===== src/rtl/codec_status_pkg.sv =====
package codec_status_pkg;
  localparam int SLOT_W  = 20;
  localparam int GPIO_W  = 5;
  localparam int RDATA_W = 16;
  localparam int SLOT2_PAD_W = SLOT_W - RDATA_W;

  typedef enum logic [1:0] {
    CLR_GPIO = 2'd0,
    CLR_BDI  = 2'd1,
    CLR_IEC  = 2'd2,
    CLR_NONE = 2'd3
  } clr_sel_e;

  typedef struct packed {
    logic [10:0]       zero_hi;
    logic [GPIO_W-1:0] pins;
    logic              rsvd;
    logic              bdi;
    logic              iec;
    logic              irq;
  } slot12_t;
endpackage


===== src/rtl/sts_sticky_bank.sv =====
module sts_sticky_bank #(
  parameter int W = 4
) (
  input  logic         clk_i,
  input  logic         rst_ni,
  input  logic [W-1:0] evt_i,
  input  logic [W-1:0] en_i,
  input  logic         clr_i,
  input  logic [W-1:0] clr_data_i,
  output logic [W-1:0] sts_o
);
  logic [W-1:0] evt_q, sts_q, set_vec, clr_vec;

  assign set_vec = evt_i & ~evt_q & en_i;
  assign clr_vec = clr_i ? ~clr_data_i : '0;

  always_ff @(posedge clk_i or negedge rst_ni) begin
    if (!rst_ni) begin
      evt_q <= '0;
      sts_q <= '0;
    end else begin
      evt_q <= evt_i;
      sts_q <= (sts_q & ~clr_vec) | set_vec;  // set beats clear
    end
  end

  assign sts_o = sts_q;

  p_set_wins_r12: assert property (@(posedge clk_i) disable iff (!rst_ni)
    (|set_vec) |=> ((sts_q & $past(set_vec)) == $past(set_vec)));

  p_clear_r11: assert property (@(posedge clk_i) disable iff (!rst_ni)
    clr_i |=> ((sts_q & $past(~clr_data_i & ~set_vec)) == '0));

  p_hold_r11: assert property (@(posedge clk_i) disable iff (!rst_ni)
    (!clr_i && set_vec == '0) |=> $stable(sts_q));
endmodule


===== src/rtl/sts_read_return.sv =====
module sts_read_return
  import codec_status_pkg::*;
#(
  parameter int ADDR_W = 7
) (
  input  logic                clk_i,
  input  logic                rst_ni,
  input  logic                frame_i,
  input  logic                rd_valid_i,
  input  logic [ADDR_W-1:0]   rd_addr_i,
  input  logic [RDATA_W-1:0]  rd_data_i,
  output logic [ADDR_W-1:0]   addr_o,
  output logic                valid_o,
  output logic [SLOT_W-1:0]   slot2_o
);
  logic                pend_v_q;
  logic [ADDR_W-1:0]   pend_addr_q;
  logic [RDATA_W-1:0]  pend_data_q;

  always_ff @(posedge clk_i or negedge rst_ni) begin
    if (!rst_ni) begin
      pend_v_q    <= 1'b0;
      pend_addr_q <= '0;
      pend_data_q <= '0;
      addr_o      <= '0;
      valid_o     <= 1'b0;
      slot2_o     <= '0;
    end else begin
      if (frame_i) begin
        valid_o  <= pend_v_q;
        addr_o   <= pend_v_q ? pend_addr_q : '0;
        slot2_o  <= pend_v_q ? {pend_data_q, {SLOT2_PAD_W{1'b0}}} : '0;
        pend_v_q <= rd_valid_i;
      end else if (rd_valid_i) begin
        pend_v_q <= 1'b1;
      end
      if (rd_valid_i) begin
        pend_addr_q <= rd_addr_i;
        pend_data_q <= rd_data_i;
      end
    end
  end

  p_no_stale_r2: assert property (@(posedge clk_i) disable iff (!rst_ni)
    (frame_i && !pend_v_q) |=> (!valid_o && slot2_o == '0));

  p_hold_r13: assert property (@(posedge clk_i) disable iff (!rst_ni)
    !frame_i |=> ($stable(slot2_o) && $stable(valid_o) && $stable(addr_o)));

  p_pad_r3: assert property (@(posedge clk_i) disable iff (!rst_ni)
    frame_i |=> (slot2_o[SLOT2_PAD_W-1:0] == '0));
endmodule


===== src/rtl/sts_gpio_echo.sv =====
module sts_gpio_echo
  import codec_status_pkg::*;
(
  input  logic              clk_i,
  input  logic              rst_ni,
  input  logic              frame_i,
  input  logic [GPIO_W-1:0] pin_i,
  input  logic [GPIO_W-1:0] dir_i,
  input  logic [GPIO_W-1:0] ctl_i,
  output logic [GPIO_W-1:0] lvl_o
);
  logic [GPIO_W-1:0] echo_q;

  always_ff @(posedge clk_i or negedge rst_ni) begin
    if (!rst_ni)      echo_q <= '0;
    else if (frame_i) echo_q <= ctl_i;
  end

  // output pins report last frame's command, inputs report the pin
  assign lvl_o = (dir_i & echo_q) | (~dir_i & pin_i);

  p_echo_hold_r6: assert property (@(posedge clk_i) disable iff (!rst_ni)
    !frame_i |=> $stable(echo_q));
endmodule


===== src/rtl/codec_status_slots.sv =====
module codec_status_slots
  import codec_status_pkg::*;
#(
  parameter int ADDR_W = 7,
  parameter int BDI_W  = 8,
  parameter int IEC_W  = 4,
  localparam int MAX_BI = (BDI_W > IEC_W) ? BDI_W : IEC_W,
  localparam int CLR_W  = (MAX_BI > GPIO_W) ? MAX_BI : GPIO_W
) (
  input  logic                clk_i,
  input  logic                rst_ni,
  input  logic                frame_i,
  input  logic                rd_valid_i,
  input  logic [ADDR_W-1:0]   rd_addr_i,
  input  logic [RDATA_W-1:0]  rd_data_i,
  input  logic [GPIO_W-1:0]   gpio_pin_i,
  input  logic [GPIO_W-1:0]   gpio_dir_i,
  input  logic [GPIO_W-1:0]   gpio_ctl_i,
  input  logic [GPIO_W-1:0]   gpio_wake_i,
  input  logic [BDI_W-1:0]    bdi_evt_i,
  input  logic [BDI_W-1:0]    bdi_cfg_i,
  input  logic [IEC_W-1:0]    iec_evt_i,
  input  logic [IEC_W-1:0]    iec_en_i,
  input  logic [1:0]          clr_sel_i,
  input  logic [CLR_W-1:0]    clr_data_i,
  output logic [ADDR_W-1:0]   slot1_addr_o,
  output logic                slot1_valid_o,
  output logic [SLOT_W-1:0]   slot2_o,
  output logic [SLOT_W-1:0]   slot12_o
);
  logic [GPIO_W-1:0] gpio_sts, gpio_lvl;
  logic [BDI_W-1:0]  bdi_sts;
  logic [IEC_W-1:0]  iec_sts;
  logic              bdi_flag, iec_flag, irq_flag;
  slot12_t           slot12_d, slot12_q;

  sts_read_return #(.ADDR_W(ADDR_W)) u_read (
    .clk_i, .rst_ni, .frame_i,
    .rd_valid_i, .rd_addr_i, .rd_data_i,
    .addr_o (slot1_addr_o),
    .valid_o(slot1_valid_o),
    .slot2_o(slot2_o)
  );

  sts_gpio_echo u_echo (
    .clk_i, .rst_ni, .frame_i,
    .pin_i(gpio_pin_i), .dir_i(gpio_dir_i), .ctl_i(gpio_ctl_i),
    .lvl_o(gpio_lvl)
  );

  sts_sticky_bank #(.W(GPIO_W)) u_gpio_sts (
    .clk_i, .rst_ni,
    .evt_i(gpio_pin_i), .en_i(gpio_wake_i & ~gpio_dir_i),
    .clr_i(clr_sel_i == CLR_GPIO), .clr_data_i(clr_data_i[GPIO_W-1:0]),
    .sts_o(gpio_sts)
  );

  sts_sticky_bank #(.W(BDI_W)) u_bdi_sts (
    .clk_i, .rst_ni,
    .evt_i(bdi_evt_i), .en_i({BDI_W{1'b1}}),
    .clr_i(clr_sel_i == CLR_BDI), .clr_data_i(clr_data_i[BDI_W-1:0]),
    .sts_o(bdi_sts)
  );

  sts_sticky_bank #(.W(IEC_W)) u_iec_sts (
    .clk_i, .rst_ni,
    .evt_i(iec_evt_i), .en_i(iec_en_i),
    .clr_i(clr_sel_i == CLR_IEC), .clr_data_i(clr_data_i[IEC_W-1:0]),
    .sts_o(iec_sts)
  );

  assign bdi_flag = |(bdi_sts & bdi_cfg_i);
  assign iec_flag = |iec_sts;
  assign irq_flag = (|gpio_sts) | bdi_flag | iec_flag;

  always_comb begin
    slot12_d         = '0;
    slot12_d.pins    = gpio_lvl;
    slot12_d.bdi     = bdi_flag;
    slot12_d.iec     = iec_flag;
    slot12_d.irq     = irq_flag;
  end

  always_ff @(posedge clk_i or negedge rst_ni) begin
    if (!rst_ni)      slot12_q <= '0;
    else if (frame_i) slot12_q <= slot12_d;
  end

  assign slot12_o = slot12_q;

  p_slot12_stable_r13: assert property (@(posedge clk_i) disable iff (!rst_ni)
    !frame_i |=> $stable(slot12_o));

  p_iec_irq_r10: assert property (@(posedge clk_i) disable iff (!rst_ni)
    (frame_i && |iec_sts) |=> (slot12_o[1] && slot12_o[0]));

  p_gpio_irq_r10: assert property (@(posedge clk_i) disable iff (!rst_ni)
    (frame_i && |gpio_sts) |=> slot12_o[0]);

  p_flags_imply_irq_r10: assert property (@(posedge clk_i) disable iff (!rst_ni)
    (slot12_o[2] || slot12_o[1]) |-> slot12_o[0]);
endmodule


===== config.mk =====
export PLATFORM = sky130hd
export DESIGN_NAME = codec_status_slots
export DESIGN_NICKNAME = d
export VERILOG_FILES = /design/src/rtl/codec_status_pkg.sv /design/src/rtl/sts_sticky_bank.sv /design/src/rtl/sts_read_return.sv /design/src/rtl/sts_gpio_echo.sv /design/src/rtl/codec_status_slots.sv
export SDC_FILE = /design/constraint.sdc
export NUM_CORES = 1
export LEC_CHECK = 0
export BUFFER_PORTS_ARGS = -buffer_cell sky130_fd_sc_hd__buf_4
export CAP_MARGIN = 10
export CORE_ASPECT_RATIO = 0.8
export CORE_MARGIN = 2
export CORE_UTILIZATION = 53
export CTS_BUF_LIST = sky130_fd_sc_hd__clkbuf_16
export DETAILED_ROUTE_END_ITERATION = 6
export PLACE_DENSITY = 0.84
export SLEW_MARGIN = 5
export SYNTH_ARGS = -nofsm -noshare
export SYNTH_HDL_FRONTEND = slang
export SYNTH_SLANG_ARGS = --single-unit

===== constraint.sdc =====
create_clock -name clk_i -period 2.5 [get_ports clk_i]
set_input_delay 0.125 -clock clk_i [delete_from_list [all_inputs] [get_ports clk_i]]
set_output_delay 0.125 -clock clk_i [all_outputs]
set_load 0.01 [all_outputs]

==> results of run 1 <==
-- cells by family (layout without fill, tap and decap cells) --
family / Yosys count / count (layout) / synth area share, %
AOI/OAI and AO/OA: 65 / 65 / 9.372
buffers and inverters: 61 / 180 / 8.251
DFF: 95 / 95 / 64.52
muxes: 34 / 34 / 10.22
other: 1 / 16 / 0.1018
and+or+nand+nor: 52 / 52 / 7.538
-- Yosys cell counts --
| cell type | number | area [um^2] |
|---|---|---|
| nand2b_1 | 2 | 12.51 |
| dfrtp_1 | 95 | 2377 |
| buf_4 | 17 | 127.6 |
| a222oi_1 | 1 | 10.01 |
| a21boi_0 | 1 | 7.510 |
| o21ai_0 | 52 | 260.3 |
| nor2_1 | 9 | 33.78 |
| mux2i_1 | 5 | 50.05 |
| a22o_1 | 1 | 8.760 |
| mux2_2 | 29 | 326.6 |
| nor4_1 | 1 | 6.260 |
| clkbuf_1 | 2 | 7.510 |
| buf_2 | 9 | 45.04 |
| a31oi_1 | 2 | 12.51 |
| nand2_1 | 9 | 33.78 |
| nand3_1 | 23 | 115.1 |
| inv_1 | 32 | 120.1 |
| or2_2 | 1 | 6.260 |
| buf_1 | 1 | 3.750 |
| a21oi_1 | 6 | 30.03 |
| and3_1 | 1 | 6.260 |
| a221oi_1 | 1 | 8.760 |
| a21o_1 | 1 | 7.510 |
| nand4bb_1 | 5 | 56.30 |
| or4_1 | 1 | 7.510 |
| conb_1 | 1 | 3.750 |
-- worst paths after layout --
kind,from,endpoint,slack (ps),cells after the start
worst min register to register,u_iec_sts.evt_q[0],u_iec_sts.sts_o[0],420,1
worst max-delay path,u_read.pend_v_q,u_read.slot2_o[18],1200,2
max in group asynchronous,rst_ni,u_read.slot2_o[18],1730,3
worst max register to register,u_read.pend_v_q,u_read.slot2_o[18],1200,2
worst min-delay path,rd_addr_i[1],u_read.pend_addr_q[1],30,2
min in group asynchronous,rst_ni,u_read.pend_data_q[9],370,3
-- registers in the layout (all words and copies together) (netlist names) --
name                flops
u_read.slot2_o         16
u_iec_sts.evt_q         4
u_echo.echo_q           5
u_read.valid_o          1
u_bdi_sts.evt_q         8
u_read.pend_data_q     16
u_iec_sts.sts_o         4
u_gpio_sts.evt_q        5
u_read.addr_o           7
u_read.pend_addr_q      7
u_gpio_sts.sts_o        5
u_bdi_sts.sts_o         8
slot12_o                8
u_read.pend_v_q         1
-- placed cells by master, fill, tap and decap left out, types with 2 or more instances in the layout --
master | synthesis | layout
buf_4 | 17 | 113
dfrtp_1 | 95 | 95
o21ai_0 | 52 | 52
inv_1 | 32 | 32
mux2_2 | 29 | 29
nand3_1 | 23 | 23
dlygate4sd3_1 | 0 | 18
conb_1 | 1 | 16
nand2_1 | 9 | 9
nor2_1 | 9 | 9
clkbuf_16 | 0 | 9
a21oi_1 | 6 | 6
nand4bb_1 | 5 | 5
mux2i_1 | 5 | 5
nand2b_1 | 2 | 2
a31oi_1 | 2 | 2
bufinv_16 | 0 | 2
clkinv_4 | 0 | 2
clkinvlp_4 | 0 | 2
-- layer usage --
| metal | part of all wire (%) | vias to the layer above | GRT usage [%] |
|---|---|---|---|
| met4 | 1.8 | 0 | 7.500 |
| met1 | 43 | 1288 | 29.32 |
| met5 | 0 | - | 0 |
| li1 | - | 1263 | - |
| met2 | 50 | 95 | 36.88 |
| met3 | 5.3 | 12 | 4.720 |
-- cell type report --
type,count,area share (%)
flip-flops and latches,95,47.19
multi-input cells,167,21.04
repair buffers,132,20.81
clock buffers,9,4.471
inverters,32,2.384
well taps,87,2.161
clock inverters,7,1.937
-- metrics by stage --
stage	cell area [um^2]	setup WS, ps	std cells	util, %	hold WS [ps]
6_report	5037	1203	529	73.82	25.27
3_3_place_gp	4534	1304	495	66.45	209.0
3_5_place_dp	4534	1273	495	66.45	215.5
4_1_cts	5037	1232	529	73.82	16.54
2_1_floorplan	3741	1366	323	-	-170.6
5_1_grt	5037	1108	529	73.82	16.66
-- what timing repair did --
action	in CTS	in global routing
hold buffers	18	0
gates resized for setup	0	0
endpoints found under the hold margin	112	0
-- worst max-delay path: stages, from the launching register on --
cell and delay [ps]:
dfrtp_1 880, nand3_1 170, o21ai_0 150
-- power by group --
group	switching (mW)	total, mW	leakage (nW)	internal, mW
Combinational	0.225	0.495	1.15	0.271
Sequential	0.0881	1.78	1.12	1.69
Clock	0.567	1.44	0.152	0.877
==> metrics, run 1 <==
status completed; Final setup viols 0; endpoints failing hold 0; Post-Synthesis Cells 308; RSZ-0062 raised after global routing no; crit share post-route 51.89%; floorplan core area 6824 um^2; setup bufs post-CTS 0; clock-pin slew on the worst setup and hold paths 60 ps; Core Rows 27; sequential cell area 2377 um^2; final net count 518; final total power 3.720 mW; synth unique cells 26; fillcell total 483; CP endpoint kind register; Max VDD drop 0.5387 mV; largest fanout on the critical path 25; Longest Clk Path Bufs 2; CTS tree done; initial DRC count 125; Critical Path Source Type register; crit path DAT 1530 ps; Die Ht 78.58 um; post-synthesis register bit count 95; Max-Cap Viols 0; critical path class register to register; Setup TNS Final 0 ps; Tot GR Track Use 22.10%; TritonCTS buffer count 9; die width 97.23 um; routed len/inst 15.11 um; worst endpoint required time 2730 ps; Synth Warn # 0; I/O Pins 129; drc violations 0; clock tree root buffer cell clkbuf_16; # port buffers 112; largest net degree at the start of global routing 96; vias in the first global route 2779; # H-tree levels 3; fmax 770.8 MHz; grt ovf 0; max_slew headroom 44.73%; DP HPWL 5.467 mm; Synth-to-Final Area Change 36.71%; multi-input logic area 1060 um^2; antenna cells 0; initial antenna violation count 0; layout cells sized above 1 36.20%; min cycle time layout 1297 ps; RD Place Congestion 0.8436; first-pass iteration count of the detailed router 4; P per Cell Area 738.5 nW/um^2; WL final 7.991 mm; P_leak 2.414 nW; via count 2658; max-slew violations 0; Worst Clk Skew 3.929 ps; CTS sink count 95; Worst-Margin Slew 829.1 ps; Synth Cell Area 3685 um^2; Routed Antenna Nets 0; initial core utilization 54.00%; worst skew pair latency 330 ps; number of vias per cell 5.025; first-pass GRT wire length 13.29 mm; Avg Inst Size Synth 11.96 um^2; sequential element share of the synthesized area 64.52%; Hold WC Path Type input pin to register; Die ar. 7640 um^2
(Power assumes the default switching activity.)
==> run 2: changes to the inputs <==
Settings changed: ABC_AREA from default to 1, CORE_UTILIZATION 53 to 44, PLACE_DENSITY 0.84 to 0.75.
Clock period 2.5 ns to 1.06 ns, I/O delays scaled along.
==> metrics, run 2 <==
Area contributors post-synth dfrtp_1 65%, nand2_1 10%, o21ai_0 7.2%, inv_1 4.0%, buf_4 3.7%; Die Ht 85.59 um; clock-pin slew on the worst setup and hold paths 60 ps; Post-synth EDFFs 0; most instantiated cells after synthesis 101 x nand2_1, 95 x dfrtp_1, 53 x o21ai_0, 39 x inv_1, 19 x o21ai_1; post-cts sizing count 0; worst endpoint required time 1280 ps; CTS tree done; CTS sink count 95; CP endpoint kind register; layout cells sized above 1 24.15%; Async SR Flop Fraction 100.0%; clock tree root buffer cell clkbuf_16; endpoints failing hold 0; fmax 1018 MHz; largest fanout on the critical path 2; TritonCTS buffer count 9; most common cell after layout, fill and taps aside buf_4; Max-Cap Viols 0; Final setup viols 0; Avg Inst Size Synth 9.841 um^2; drc violations 0; # H-tree levels 3; synth unique cells 21; min cycle time layout 982.6 ps; Synth Warn # 0; post-synthesis register bit count 95; DP HPWL 5.797 mm; RSZ-0062 raised after global routing no; Post-Layout Cell Count 667; grt ovf 0; Routed Antenna Nets 0; routed len/inst 13.73 um; Post-Synthesis Cells 372; I/O Pins 129; Tot GR Track Use 21.44%; most common cell in the netlist nand2_1; critical path class register to register; Core Rows 29; reg2reg path depth 6; crit path DAT 1200 ps; # port buffers 112; vias in the first global route 3236; Setup TNS Final 0 ps; worst skew pair latency 330 ps; Inst Count DP 587; max-slew violations 0; biggest regs u_read.pend_data_q: 16 flops, u_read.slot2_o: 16 flops; number of vias per cell 4.630; status completed; Synth-to-Final Area Change 51.16%; Die ar. 9071 um^2; post-synth top area share 64.94%; Synth Cell Area 3661 um^2; crit share post-route 92.69%; Longest Clk Path Bufs 2; largest net degree at the start of global routing 48; Critical Path Source Type register; hold slack 10.50 ps; first-pass GRT wire length 15.19 mm; die width 106.0 um; initial DRC count 139; first-pass iteration count of the detailed router 5; final net count 635; initial core utilization 45.65%; Yosys top cell by area dfrtp_1; P_leak 2.798 nW; Worst Clk Skew 4.262 ps; WL final 9.160 mm; initial antenna violation count 0; predominant post-synthesis flop cell dfrtp_1; Worst Hold Depth 3; antenna cells 0; RD Place Congestion 0.7677; Max VDD drop 0.8878 mV; floorplan core area 8019 um^2; via count 3088; Hold WC Path Type input pin to register; most frequent cells in the layout 119 x buf_4, 101 x nand2_1, 95 x dfrtp_1, 64 x dlygate4sd3_1, 53 x o21ai_0; P per Cell Area 1621 nW/um^2; sequential element share of the synthesized area 64.94%
[run 2: cell type report]
class	instances	area [um^2]
clock buffers	9	225.2
inverters	40	152.6
repair buffers	184	1554
flip-flops and latches	95	2377
fillers	606	2485
clock inverters	7	105.1
multi-input cells	224	984.7
well taps	108	135.1
[run 2: worst paths after layout]
| path | start | endpoint | slack (ps) |
|---|---|---|---|
| worst min register to register | u_bdi_sts.evt_q[2] | u_bdi_sts.sts_o[2] | 420 |
| min in group asynchronous | rst_ni | u_gpio_sts.evt_q[1] | 170 |
| worst max-delay path | u_bdi_sts.sts_o[3] | slot12_o[0] | 80 |
| worst max register to register | u_bdi_sts.sts_o[3] | slot12_o[0] | 80 |
| worst min-delay path | iec_en_i[0] | u_iec_sts.sts_o[0] | 10 |
| max in group asynchronous | rst_ni | u_read.pend_data_q[3] | 410 |
[run 2: cell families after synthesis]
group           after synthesis  share of synthesized area, %
simple gates                128                         13.91
flops                        95                         64.94
compound gates               80                         11.35
buf+inv                      68                         9.706
other cells                   1                        0.1024
[run 2: critical path, stage by stage (launching register included)]
cell and delay, ps:
dfrtp_1 380, nand2_1 60, nand2_1 50, nor2_1 110
nand3_1 120, nor2_1 110, nor2_1 40
[run 2: repair_timing]
item                       CTS  global route
setup buffers                0             0
hold buffers                64             0
setup endpoints to repair    0             0
hold endpoints to repair   160             0
[run 2: routing by layer]
| metal | global-route usage [%] | vias up | wire length, um |
|---|---|---|---|
| met3 | 6.155 | 11 | 533 |
| met1 | 26.72 | 1460 | 4104 |
| met4 | 5.383 | 0 | 63 |
| met2 | 37.24 | 116 | 4458 |
| li1 | - | 1501 | - |
| met5 | 0 | - | 0 |
[run 2: stage by stage]
| step | setup WS, ps | utilization (%) | cell area (um^2) | power [mW] |
|---|---|---|---|---|
| detailed placement | 105.1 | 56.90 | 4563 | 5.295 |
| global placement | 133.7 | 56.90 | 4563 | 5.254 |
| global route | 15.29 | 69.01 | 5534 | 9.403 |
| finish | 77.44 | 69.01 | 5534 | 8.973 |
| floorplan | 183.4 | - | 3717 | 4.685 |
| CTS | 93.75 | 69.01 | 5534 | 9.034 |
[run 2: power by group]
group	internal [mW]	total [mW]	leakage (nW)	switching (mW)
registers	3.97	4.14	1.14	0.169
clock network	2.27	3.53	0.171	1.26
logic	0.680	1.30	1.49	0.621
==> run 3: changes to the inputs <==
Settings changed: HOLD_SLACK_MARGIN from default to 0.05, SLEW_MARGIN 5 to 15.
==> metrics, run 3 (synthesis results as in run 2) <==
Longest Clk Path Bufs 2; Sequential Power Share 46.2%; floorplan core area 8019 um^2; Clock power frac 39.2%; Worst Clk Skew 3.924 ps; I/O Pins 129; DP HPWL 5.797 mm; status completed; Hold WC Path Type input pin to register; worst skew pair latency 320 ps; layout cells sized above 1 23.98%; initial antenna violation count 0; fmax 1023 MHz; Die ar. 9071 um^2; Inst Count DP 587; crit share post-route 92.22%; RD Place Congestion 0.7677; post-cts sizing count 0; vias in the first global route 3236; clock-pin slew on the worst setup and hold paths 60 ps; hold slack 114.7 ps; biggest regs u_read.pend_data_q: 16 flops, u_read.slot2_o: 16 flops; CTS tree done; Max VDD drop 0.8834 mV; Die Ht 85.59 um; RSZ-0062 raised after global routing no; P per Cell Area 1607 nW/um^2; endpoints failing hold 0; routed len/inst 13.68 um; max-slew violations 0; TritonCTS buffer count 9; initial core utilization 45.65%; initial DRC count 119; WL final 9.177 mm; # port buffers 112; Setup crit start u_bdi_sts.sts_o[3]; Psw 2.028 mW; Switching Share 22.64%; Max-Cap Viols 0; critical path class register to register; largest net degree at the start of global routing 48; most common cell after layout, fill and taps aside buf_4; via count 3062; worst endpoint required time 1280 ps; fillcell total 602; Core Rows 29; sequential cell area 2377 um^2; grt ovf 0; largest fanout on the critical path 2; setup bufs post-CTS 0; crit path DAT 1200 ps; Post-Layout Cell Count 671; internal power 6.930 mW; FF-to-FF Start u_bdi_sts.sts_o[3]; clock tree root buffer cell clkbuf_16; final net count 639; Critical Path Source Type register; Gate power share 14.6%; P_leak 2.815 nW; CP endpoint kind register; Synth-to-Final Area Change 52.26%; antenna cells 0; CTS sink count 95; most frequent cells in the layout 119 x buf_4, 101 x nand2_1, 95 x dfrtp_1, 68 x dlygate4sd3_1, 53 x o21ai_0; number of vias per cell 4.563; die width 106.0 um; min cycle time layout 977.6 ps; # H-tree levels 3; Tot GR Track Use 21.57%; HP Start frame_i; Setup TNS Final 0 ps; Routed Antenna Nets 0; multi-input logic area 984.7 um^2; first-pass iteration count of the detailed router 4; Final setup viols 0; first-pass GRT wire length 15.30 mm; drc violations 0; cts hold-fix bufs 68
[run 3: cell count changes in the layout (fill, tap and decap cells not counted), sizes merged]
cell / change
dlygate4sd3: +4
[run 3: worst paths after layout]
kind / end / slack [ps] / depth (start not counted)
worst max-delay path: slot12_o[0] / 80 / 6
worst min-delay path: u_echo.echo_q[4] / 110 / 4
worst max register to register: slot12_o[0] / 80 / 6
worst min register to register: u_bdi_sts.sts_o[4] / 420 / 1
max in group asynchronous: u_read.pend_data_q[3] / 410 / 3
min in group asynchronous: u_gpio_sts.evt_q[1] / 170 / 2
[run 3: per-layer routing]
metal / up-vias / part of all wire (%) / GRT usage, %
met5: - / 0 / 0
met4: 0 / 0.37 / 5.383
met3: 4 / 6.9 / 5.927
met2: 104 / 49 / 37.48
met1: 1443 / 44 / 27.08
li1: 1511 / - / -
[run 3: worst max-delay path, cell delays in order (launching register included)]
cell and delay, ps:
dfrtp_1 380, nand2_1 60, nand2_1 50, nor2_1 110, nand3_1 120, nor2_1 110, nor2_1 40
[run 3: through the flow]
| stage | instance area (um^2) | setup WS [ps] | power [mW] | utilization, % |
|---|---|---|---|---|
| 3_5_place_dp | 4563 | 105.1 | 5.295 | 56.90 |
| 4_1_cts | 5574 | 93.75 | 9.045 | 69.51 |
| 2_1_floorplan | 3717 | 183.4 | 4.685 | - |
| 6_report | 5574 | 82.43 | 8.958 | 69.51 |
| 3_3_place_gp | 4563 | 133.7 | 5.254 | 56.90 |
| 5_1_grt | 5574 | 15.29 | 9.414 | 69.51 |
[run 3: power by group through the flow]
| stage | sequential (mW) | combinational, mW | clock, mW |
|---|---|---|---|
| 2_1_floorplan | 4.22 | 0.467 | 0 |
| 3_3_place_gp | 4.18 | 1.07 | 0 |
| 3_5_place_dp | 4.19 | 1.10 | 0 |
| 4_1_cts | 4.13 | 1.31 | 3.60 |
| 5_1_grt | 4.17 | 1.46 | 3.78 |
| 6_report | 4.14 | 1.31 | 3.51 |
[run 3: area by class of cell]
cell class                      instances  share of cell area (%)
Sequential cell                        95                   42.65
Timing Repair Buffer                  188                   28.60
Multi-Input combinational cell        224                   17.67
Clock buffer                            9                   4.040
Inverter                               40                   2.738
Tap cell                              108                   2.424
Clock inverter                          7                   1.886
